`config.mk`:
```
export PLATFORM = sky130hd
export DESIGN_NAME = asram_ctrl
export DESIGN_NICKNAME = d
export VERILOG_FILES = /design/src/rtl/asram_pkg.sv /design/src/rtl/asram_timer.sv /design/src/rtl/asram_capture.sv /design/src/rtl/asram_ctrl.sv
export SDC_FILE = /design/constraint.sdc
export NUM_CORES = 1
export LEC_CHECK = 0
export ABC_CLOCK_PERIOD_IN_PS = 4300
export BUFFER_PORTS_ARGS = -buffer_cell sky130_fd_sc_hd__buf_2
export CORE_AREA = 2 2 92 68
export DETAILED_ROUTE_END_ITERATION = 12
export DIE_AREA = 0 0 94 70
export GPL_TIMING_DRIVEN = 0
export PLACE_DENSITY_LB_ADDON = 0.15
export SYNTH_ARGS = -nofsm -noshare
export SYNTH_HDL_FRONTEND = slang
export SYNTH_SLANG_ARGS = --single-unit
```
`constraint.sdc`:
```
create_clock -name clk -period 4.3 [get_ports clk]
set_input_delay 0.86 -clock clk [delete_from_list [all_inputs] [get_ports clk]]
set_output_delay 0.86 -clock clk [all_outputs]
set_load 0.02 [all_outputs]
```
`src/rtl/asram_pkg.sv`:
```
package asram_pkg;

    localparam int ASR_AW = 17;
    localparam int ASR_DW = 8;

    typedef enum logic [2:0] {
        ST_IDLE,
        ST_RD,
        ST_WSET,
        ST_WPUL,
        ST_WHLD
    } st_e;

    // memory-side control levels for one state
    typedef struct packed {
        logic ce1_n;
        logic ce2;
        logic we_n;
        logic oe_n;
        logic dq_oe;
    } pins_t;

    // clocks needed to cover a time, never fewer than one
    function automatic int cyc_for(input int ns, input int per);
        int c;
        c = (ns + per - 1) / per;
        return (c < 1) ? 1 : c;
    endfunction

    function automatic pins_t pins_for(input st_e s);
        pins_t p;
        p = '{ce1_n: 1'b1, ce2: 1'b0, we_n: 1'b1, oe_n: 1'b1, dq_oe: 1'b0};
        case (s)
            ST_RD:   p = '{ce1_n: 1'b0, ce2: 1'b1, we_n: 1'b1, oe_n: 1'b0, dq_oe: 1'b0};
            ST_WSET: p = '{ce1_n: 1'b0, ce2: 1'b1, we_n: 1'b1, oe_n: 1'b1, dq_oe: 1'b1};
            ST_WPUL: p = '{ce1_n: 1'b0, ce2: 1'b1, we_n: 1'b0, oe_n: 1'b1, dq_oe: 1'b1};
            ST_WHLD: p = '{ce1_n: 1'b0, ce2: 1'b1, we_n: 1'b1, oe_n: 1'b1, dq_oe: 1'b1};
            default: p = '{ce1_n: 1'b1, ce2: 1'b0, we_n: 1'b1, oe_n: 1'b1, dq_oe: 1'b0};
        endcase
        return p;
    endfunction

endpackage

```
`src/rtl/asram_timer.sv`:
```
module asram_timer #(
    parameter int W = 2
) (
    input  logic         clk,
    input  logic         rst,
    input  logic         load,
    input  logic [W-1:0] load_val,
    output logic         zero
);
    logic [W-1:0] cnt;

    always_ff @(posedge clk) begin
        if (rst)
            cnt <= '0;
        else if (load)
            cnt <= load_val;
        else if (cnt != '0)
            cnt <= cnt - 1'b1;
    end

    assign zero = (cnt == '0);
endmodule

```
`src/rtl/asram_capture.sv`:
```
module asram_capture #(
    parameter int W = 8
) (
    input  logic         clk,
    input  logic         rst,
    input  logic         en,
    input  logic [W-1:0] d,
    output logic [W-1:0] q
);
    always_ff @(posedge clk) begin
        if (rst)
            q <= '0;
        else if (en)
            q <= d;
    end
endmodule

```
`src/rtl/asram_ctrl.sv`:
```
module asram_ctrl
    import asram_pkg::*;
#(
    parameter int ADDR_W        = ASR_AW,
    parameter int DATA_W        = ASR_DW,
    parameter int CLK_PERIOD_NS = 4,
    parameter int T_RC_NS       = 12,
    parameter int T_AA_NS       = 12,
    parameter int T_WC_NS       = 12
) (
    input  logic              clk,
    input  logic              rst,
    input  logic              req,
    input  logic              req_we,
    input  logic [ADDR_W-1:0] req_addr,
    input  logic [DATA_W-1:0] req_wdata,
    output logic              rdy,
    output logic              done,
    output logic [DATA_W-1:0] rdata,
    output logic              sram_ce1_n,
    output logic              sram_ce2,
    output logic              sram_we_n,
    output logic              sram_oe_n,
    output logic [ADDR_W-1:0] sram_addr,
    output logic [DATA_W-1:0] sram_dq_out,
    input  logic [DATA_W-1:0] sram_dq_in,
    output logic              sram_dq_oe
);
    localparam int RD_NS  = (T_RC_NS > T_AA_NS) ? T_RC_NS : T_AA_NS;
    localparam int RD_CYC = cyc_for(RD_NS, CLK_PERIOD_NS);
    localparam int WR_CYC = cyc_for(T_WC_NS, CLK_PERIOD_NS);
    localparam int MAXC   = (RD_CYC > WR_CYC) ? RD_CYC : WR_CYC;
    localparam int CNT_W  = $clog2(MAXC + 1);

    st_e               st, st_nxt;
    pins_t             pins_q;
    logic              done_q;
    logic [ADDR_W-1:0] addr_q;
    logic [DATA_W-1:0] wdata_q;
    logic              tmr_load, tmr_zero, cap_en;
    logic [CNT_W-1:0]  tmr_val;

    // next state and wait-counter loading
    always_comb begin
        st_nxt   = st;
        tmr_load = 1'b0;
        tmr_val  = '0;
        case (st)
            ST_IDLE: if (req) begin
                if (req_we) begin
                    st_nxt = ST_WSET;
                end else begin
                    st_nxt   = ST_RD;
                    tmr_load = 1'b1;
                    tmr_val  = CNT_W'(RD_CYC - 1);
                end
            end
            ST_RD:   if (tmr_zero) st_nxt = ST_IDLE;
            ST_WSET: begin
                st_nxt   = ST_WPUL;
                tmr_load = 1'b1;
                tmr_val  = CNT_W'(WR_CYC - 1);
            end
            ST_WPUL: if (tmr_zero) st_nxt = ST_WHLD;
            ST_WHLD: st_nxt = ST_IDLE;
            default: st_nxt = ST_IDLE;
        endcase
    end

    assign cap_en = (st == ST_RD) && tmr_zero;

    always_ff @(posedge clk) begin
        if (rst) begin
            st      <= ST_IDLE;
            pins_q  <= pins_for(ST_IDLE);
            done_q  <= 1'b0;
            addr_q  <= '0;
            wdata_q <= '0;
        end else begin
            st     <= st_nxt;
            pins_q <= pins_for(st_nxt);
            done_q <= cap_en || (st == ST_WHLD);
            if (st == ST_IDLE && req) begin
                addr_q <= req_addr;
                if (req_we)
                    wdata_q <= req_wdata;
            end
        end
    end

    asram_timer #(.W(CNT_W)) u_tmr (
        .clk      (clk),
        .rst      (rst),
        .load     (tmr_load),
        .load_val (tmr_val),
        .zero     (tmr_zero)
    );

    asram_capture #(.W(DATA_W)) u_cap (
        .clk (clk),
        .rst (rst),
        .en  (cap_en),
        .d   (sram_dq_in),
        .q   (rdata)
    );

    assign rdy         = (st == ST_IDLE);
    assign done        = done_q;
    assign sram_ce1_n  = pins_q.ce1_n;
    assign sram_ce2    = pins_q.ce2;
    assign sram_we_n   = pins_q.we_n;
    assign sram_oe_n   = pins_q.oe_n;
    assign sram_dq_oe  = pins_q.dq_oe;
    assign sram_addr   = addr_q;
    assign sram_dq_out = wdata_q;
endmodule

```
Yosys cells after proc, flatten, opt, wreduce, memory -nomap -nowiden
Cells that the tools add are included.
{"block": "op_classes", "add_sub_neg": 1, "eq_ne": 8, "mux": 14, "n_reduce_logical": 9}
{"op": "5-bit one-hot mux with 3 select lines", "count": 1}
{"op": "3-bit by 2-bit equality test with 1-bit output (second input constant)", "count": 4}
{"op": "3-bit one-hot mux with 4 select lines", "count": 1}
{"op": "2-bit two-way mux", "count": 5}
{"op": "3-bit two-way mux", "count": 3}
{"op": "3-bit by 1-bit equality test with 1-bit output (second input constant)", "count": 2}
{"op": "3-bit equality test (second input constant)", "count": 2}
{"op": "2-bit one-hot mux with 2 select lines", "count": 1}
{"op": "2-bit nonzero test", "count": 2}
{"op": "3-bit zero test", "count": 1}
{"op": "1-bit logical AND", "count": 2}
{"op": "2-bit zero test", "count": 1}
{"op": "1-bit two-way mux", "count": 2}
{"op": "1-bit one-hot mux with 2 select lines", "count": 1}
{"op": "2-bit AND reduction", "count": 1}
{"op": "2-bit OR reduction", "count": 1}
{"op": "2-bit by 1-bit subtractor with 2-bit output (second input constant)", "count": 1}
{"op": "1-bit logical OR", "count": 1}
{"block": "word_totals", "ff_bits": 44, "input_bits": 37, "wordCells": 43}

Depth between registers and ports, before layout
Gate-level depths: netlist (run 1).
{"block": "logic_depth", "depth_word": 6, "ltp_mapped": 6}

Modules after synthesis
From an unflattened synthesis (run 1), not the netlist that was laid out.
{"block": "unflattened", "hier_cells": 188, "hier_area_um2": 1684.1}
{"mod": "asram_ctrl", "n_inst": 1, "cells_each": 150, "area_each_um2": 1277.5}
{"mod": "asram_capture", "n_inst": 1, "cells_each": 26, "area_each_um2": 285.3}
{"mod": "asram_timer", "n_inst": 1, "cells_each": 12, "area_each_um2": 121.4}

Least setup slack after synthesis (run 1)
OpenSTA, ideal clock, no wires.
{"block": "synth_path", "path_kind": "register -> output", "from": "register st[1]", "to": "output port rdy", "t_arrival_ns": 1.021, "t_required_ns": 3.440, "path_slack_ns": 2.419, "path_stages_with_launch": 3, "n_path_buf": 1, "cell_sequence": "dfxtp_1 clkbuf_1 nor3_1"}
{"block": "synth_via", "elab_chain_cells": 1}
{"item": "from (decl)", "line_no": "asram_ctrl.sv:35", "source": "st_e st, st_nxt;"}
{"item": "from (signal assigned)", "line_no": "asram_ctrl.sv:80", "source": "st <= st_nxt;"}
{"item": "3-bit zero test", "line_no": "asram_ctrl.sv:107", "source": "assign rdy = (st == ST_IDLE);"}
{"item": "to (decl)", "line_no": "asram_ctrl.sv:17", "source": "output logic rdy,"}
Every way passes these cells.

Final worst setup path (run 1)
Same ends and word-level chain as after synthesis.

==> impl_metrics.csv, run 1 <==
group,metric,value,unit
worst_setup_path,cp_data_required_time,3.44,ns
global_route,grt_pass1_wl,6.582,mm
die,num_io_pins,77,
global_route,antenna_found_initial,0,
die,core_area,5856,um2
timing,fin_setup_tns,0,ns
timing,final_hold_viol_count,0,
die,start_util,28.23,%
clock_tree,htreeDepth,2,
timing,fin_skew,0.005014,ns
die,die_h,70,um
layout,areaGrowthSynthToFinish,35.43,%
die,fp-row-count,24,
yosys,synth_seq_cells,44,
route,routed_wl,4.199,mm
min_path,worstHoldPathType,"reg2reg",
yosys,syn_area,1653,um2
route,vias,1513,
timing,drv_slew,0,
die,die_area,6580,um2
timing,slew_headroom,64.10,%
yosys,synthCells,181,
yosys,synth_top_flop_cell,"dfxtp_1",
clock_tree,post_cts_buffers,0,
pwr,total_power,1073,uW
placement,place_hpwl,3.022,mm
yosys,syn_nets,219,
timing,period_share,51.07,%
global_route,grt.total_usage,12.77,%
route,drc,0,
worst_setup_path,critPathKind,"reg2out",
placement,io_buffer_count,76,
clock_tree,holdBufCountCts,0,
timing,hold_slack,0.4562,ns
global_route,grt_pass1_vias,1371,
run,drv_cap,0,
yosys,ys_types,28,
yosys,async_flop_share,0,%
clock_tree,cts_buffers,5,
yosys,synth_edf_count,0,
route,dr.pass1.iters,4,
yosys,yosys-top-cells-area,"dfxtp_1 53%, a21oi_1 8.5%, nand2_1 7.9%, mux2i_1 4.8%, nand3_1 2.4%",
pwr,p_leak,0.001015,uW
timing,fin_crit,2.196,ns
timing,tightest_slew,0.5385,ns
global_route,grt_overflow,0,
clock_tree,ctsResizeCount,0,
timing,fmax,455.4,MHz
clock_tree,cts-root-buf,"clkbuf_8",
layout,antenna_cells,0,
worst_setup_path,cp_max_fo,10,
timing,fin_ws,2.104,ns
yosys,synth_top_area_cell,"dfxtp_1",
worst_setup_path,critPathLaunchType,"register",
pwr,p_per_area,479.4,nW/um2
route,first_iter_violations,66,
worst_setup_path,worstPathArrival,1.34,ns
yosys,yosysSeqAreaShare,53.29,%
timing,setup_viol,0,
route,drt-vias-per-instance,4.411,
clock_tree,cts.path.max_buffers,2,
timing,rsz0062_at_grt,"false",
outcome,status,"completed",
clock_tree,clkLatencyLatePin,0.29,ns
yosys,synth_top_area_share,53.29,%
layout,drive_above_1_share,36.98,%
clock_tree,clk_pin_slew_worst_paths,0.08,ns
worst_setup_path,reg2reg_slack,2.72,ns
clock_tree,cts_tree,"done",
yosys,synth_warnings,0,
route,postRouteAntennaNets,0,
pwr,vdd_drop_max,0.1790,mV
layout,nNetsFinal,302,
route,routedWlPerCell,12.24,um
global_route,grt_max_degree,14,
yosys,syn_area_per_cell,9.132,um2
placement,dp_slack,2.220,ns
placement,gp_congestion,0.7402,
die,die_w,94,um
clock_tree,cts.sinks,44,
worst_setup_path,critPathCaptureType,"primary output",
==> layout make-up <==
cell class	count	area [um2]
Timing Repair Buffer	76	380.4
Buffer	14	81.33
Clock buffer	6	72.57
Sequential cell	44	880.8
Multi-Input combinational cell	119	675.6
Inverter	4	15.01
Clock inverter	2	35.03
Tap cell	78	97.59
Fill cell	623	3617
==> layer usage <==
metal	global-route usage, %	share of wire (%)	vias to the layer above
met4	4.348	0.95	0
met2	19.21	46	46
met3	3.560	5.3	4
met1	17.62	47	690
li1	-	-	773
met5	0	0	-
==> cell families after synthesis <==
group | after synthesis | share of synthesized area [%]
flops | 44 | 53.29
simple gates | 67 | 19.91
compound gates | 40 | 13.48
xor+xnor | 1 | 0.5300
buf+inv | 18 | 5.828
mux | 10 | 6.208
fa+ha+maj | 1 | 0.7569
==> synthesized netlist by cell type, types with 2 or more instances <==
cell	count
inv_1	4
a21oi_1	28
nor3_1	4
o21ai_2	3
mux2_2	2
clkbuf_1	5
dfxtp_1	44
nor2_1	10
nor2b_1	3
nand2_1	35
mux2i_1	8
o21ai_1	6
nand3_1	8
buf_6	3
buf_2	5
==> path summary, 6_finish.rpt <==
| kind | from | endpoint | cells after the start |
|---|---|---|---|
| setup / recovery | st[1] | rdy | 3 |
| setup reg to reg | st[1] | u_cap.q[2] | 5 |
| hold / removal | sram_addr[9] | sram_addr[9] | 2 |
| hold reg to reg | sram_addr[9] | sram_addr[9] | 2 |
==> flip-flops by register name (all words and copies together) (netlist names) <==
| name | cells |
|---|---|
| sram_dq_out | 8 |
| sram_we_n | 1 |
| sram_addr | 17 |
| sram_ce2 | 1 |
| sram_ce1_n | 1 |
| u_cap.q | 8 |
| sram_oe_n | 1 |
| sram_dq_oe | 1 |
| u_tmr.cnt | 2 |
| st | 3 |
| done | 1 |
==> placed cells by master, fill, tap and decap left out, types with 2 or more instances in the layout <==
master / n
buf_2: 81
mux2_2: 2
clkbuf_1: 6
clkbuf_8: 5
nand2_1: 35
nor3_1: 4
mux2i_1: 8
nor2_1: 10
dfxtp_1: 44
o21ai_2: 3
nand3_1: 8
o21ai_1: 6
nor2b_1: 3
inv_1: 4
buf_6: 3
a21oi_1: 28
==> power by group <==
group	leakage (uW)	switching [uW]	internal, uW
logic	0.000599	167	122
registers	0.000360	20.4	454
clock network	0.0000552	138	173
total	0.00101	325	748
==> stage by stage <==
stage | utilization (%) | std cells | instance area [um2]
2_1_floorplan | - | 181 | 1653
3_3_place_gp | 36.39 | 335 | 2131
3_5_place_dp | 36.39 | 335 | 2131
4_1_cts | 38.23 | 343 | 2238
5_1_grt | 38.23 | 343 | 2238
6_report | 38.23 | 343 | 2238
==> critical path, cell delays in order (launching register included) <==
cell	delay (ns)
dfxtp_1	0.40
clkbuf_1	0.37
nor3_1	0.10
buf_2	0.18
Note: power is estimated with default switching activity, not from simulation.
==> run 2, diff against run 1 <==
ABC_AREA = 1   (was unset)
ABC_CLOCK_PERIOD_IN_PS = 1960   (was 4300)
CORE_AREA = 2 2 99 72   (was 2 2 92 68)
DIE_AREA = 0 0 101 74   (was 0 0 94 70)
clock period = 1.96 ns   (was 4.3 ns; I/O delays follow)
==> run 2 against run 1 <==
Combinational power grew 110%. Utilization down 0.66 points. Total power grew 110%. Global-route usage fell by 0.15 points. Cell area increased by 10%. First-iteration DRC count grew 14%. Largest power group unchanged. Highest routed layer unchanged.
==> impl_metrics.csv, run 2 <==
group,metric,value,unit
outcome,status,"completed",
layout,nNetsFinal,392,
route,dr.pass1.iters,4,
placement,io_buffer_count,76,
yosys,synth_top_area_cell,"dfxtp_1",
placement,place_hpwl,3.249,mm
die,die_w,101,um
die,start_util,28.86,%
layout,multi_input_area,738.2,um2
run,drv_cap,0,
route,wl_met1,2.159,mm
global_route,grt_overflow,0,
pwr,vdd_drop_max,0.2534,mV
yosys,synth_top_flop_cell,"dfxtp_1",
timing,rsz0062_at_grt,"false",
yosys,yosysSeqAreaShare,46.47,%
clock_tree,htreeDepth,2,
layout,layout_common_cells,"78 x buf_2, 63 x nand2_1, 57 x inv_1",
worst_setup_path,critPathLaunchType,"register",
clock_tree,cts-root-buf,"clkbuf_8",
route,wl_met3,490,um
timing,final_hold_viol_count,0,
yosys,synth_top_area_share,46.47,%
clock_tree,clkLatencyLatePin,0.29,ns
worst_setup_path,worstPathArrival,1.25,ns
yosys,yosysMostFrequentCell,"nand2_1",
yosys,async_flop_share,0,%
placement,gp_congestion,0.7759,
timing,setup_viol,0,
worst_setup_path,critPathCaptureType,"primary output",
yosys,synth_edf_count,0,
route,drt-vias-per-instance,4.007,
global_route,grt_pass1_vias,1643,
layout,drive_above_1_share,30.99,%
global_route,antenna_found_initial,0,
route,first_iter_violations,75,
yosys,syn_nets,309,
yosys,syn_area,1896,um2
timing,fin_crit,1.643,ns
timing,period_share,83.83,%
global_route,grt.total_usage,12.62,%
die,fp-row-count,25,
pwr,p_per_area,906.6,nW/um2
global_route,grt_max_degree,13,
route,vias,1747,
yosys,synth_warnings,0,
yosys,yosys-top-cells-area,"dfxtp_1 46%, nand2_1 12%, inv_1 11%, nor2_1 7.1%, nand2_2 3.6%",
clock_tree,cts.sinks,44,
timing,fin_setup_tns,0,ns
die,num_io_pins,77,
layout,largest_reg_flops,17,
die,core_area,6569,um2
layout,areaGrowthSynthToFinish,30.17,%
yosys,syn_area_per_cell,6.995,um2
layout,antenna_cells,0,
layout,stdcell_area,2467,um2
yosys,ys_types,22,
clock_tree,cts.path.max_buffers,2,
timing,slew_headroom,66.79,%
clock_tree,holdBufCountCts,0,
die,die_area,7474,um2
yosys,synth_seq_cells,44,
die,die_h,74,um
clock_tree,post_cts_buffers,0,
worst_setup_path,cp_max_fo,10,
min_path,worstHoldPathType,"in2reg",
route,top_layer,"met4",
route,routedWlPerCell,10.18,um
clock_tree,cts_buffers,5,
route,route.met2.wl,1.739,mm
clock_tree,ctsResizeCount,0,
yosys,synthCells,271,
timing,tightest_slew,0.4981,ns
timing,drv_slew,0,
timing,fin_skew,0.005312,ns
layout,final.fill_count,758,
worst_setup_path,cp_data_required_time,1.57,ns
clock_tree,clk_pin_slew_worst_paths,0.08,ns
route,routed_wl,4.438,mm
global_route,grt_pass1_wl,7.327,mm
route,drc,0,
placement,dpl_cell_area,2377,um2
layout,layout_commonest_cell,"buf_2",
clock_tree,cts_tree,"done",
worst_setup_path,critPathKind,"reg2out",
timing,fmax,608.6,MHz
yosys,synth_common_cells,"63 x nand2_1, 57 x inv_1, 44 x dfxtp_1",
route,postRouteAntennaNets,0,
layout,seqCellArea,880.8,um2
pwr,p_leak,0.001387,uW
[run 2: changes by cell type in the layout (fill, tap and decap cells not counted), sizes merged, moves of 4 or more]
cell / delta
a21oi: -17
buf: -4
inv: +58
mux2i: -8
nand2: +41
nand3: +7
nor2: +30
[run 2: final timing paths]
| check | start | to | slack, ns | cells past startpoint |
|---|---|---|---|---|
| setup / recovery | st[0] | rdy | 0.32 | 4 |
| hold reg to reg | sram_dq_out[5] | sram_dq_out[5] | 0.46 | 2 |
| hold / removal | rst | st[1] | 0.34 | 2 |
| setup reg to reg | st[0] | sram_addr[10] | 0.59 | 7 |
[run 2: power breakdown]
part	total, uW	internal [uW]	leakage (uW)	switching, uW
clock network	587	288	0.0000455	299
registers	1030	990	0.000362	44.2
logic	615	218	0.000980	397
total	2240	1500	0.00139	740
[run 2: metrics by stage]
step                total power [uW]  cells  hold WS [ns]  setup WS (ns)  utilization (%)
floorplan                       1485    271        0.4611         0.7918                -
global placement                1674    428        0.4493         0.4528            36.19
detailed placement              1679    428        0.4545         0.4309            36.19
CTS                             2283    436        0.3227         0.3008            37.56
global route                    2401    436        0.3407         0.2245            37.56
finish                          2237    436        0.3378         0.3170            37.56
[run 2: area by class of cell]
cell class                 instances  share of cell area (%)
buffer                             7                   1.775
multi-input combinational        158                   29.92
timing repair buffer              76                   15.42
clock buffer                       8                   3.651
tap                               81                   4.107
sequential                        44                   35.70
inverter                          62                   9.432
[run 2: worst max-delay path, cell delays in order (launching register included)]
cell and delay, ns:
dfxtp_1 0.40, inv_2 0.11, nand2_4 0.07, nor2_8 0.17
buf_2 0.20
[run 2: routing by layer]
metal  global-route usage (%)  vias up
met1                    16.50      717
met3                    5.451        5
li1                         -      961
met4                    4.505        0
met2                    18.74       64
met5                        0        -
[run 2: logic make-up after synthesis]
group	after synthesis	synth area share (%)
flip-flops	44	46.47
buffers and inverters	69	14.59
adder cells (fa/ha/maj)	1	0.6600
AO/OA/AOI/OAI	23	6.139
AND/OR/NAND/NOR	134	32.14
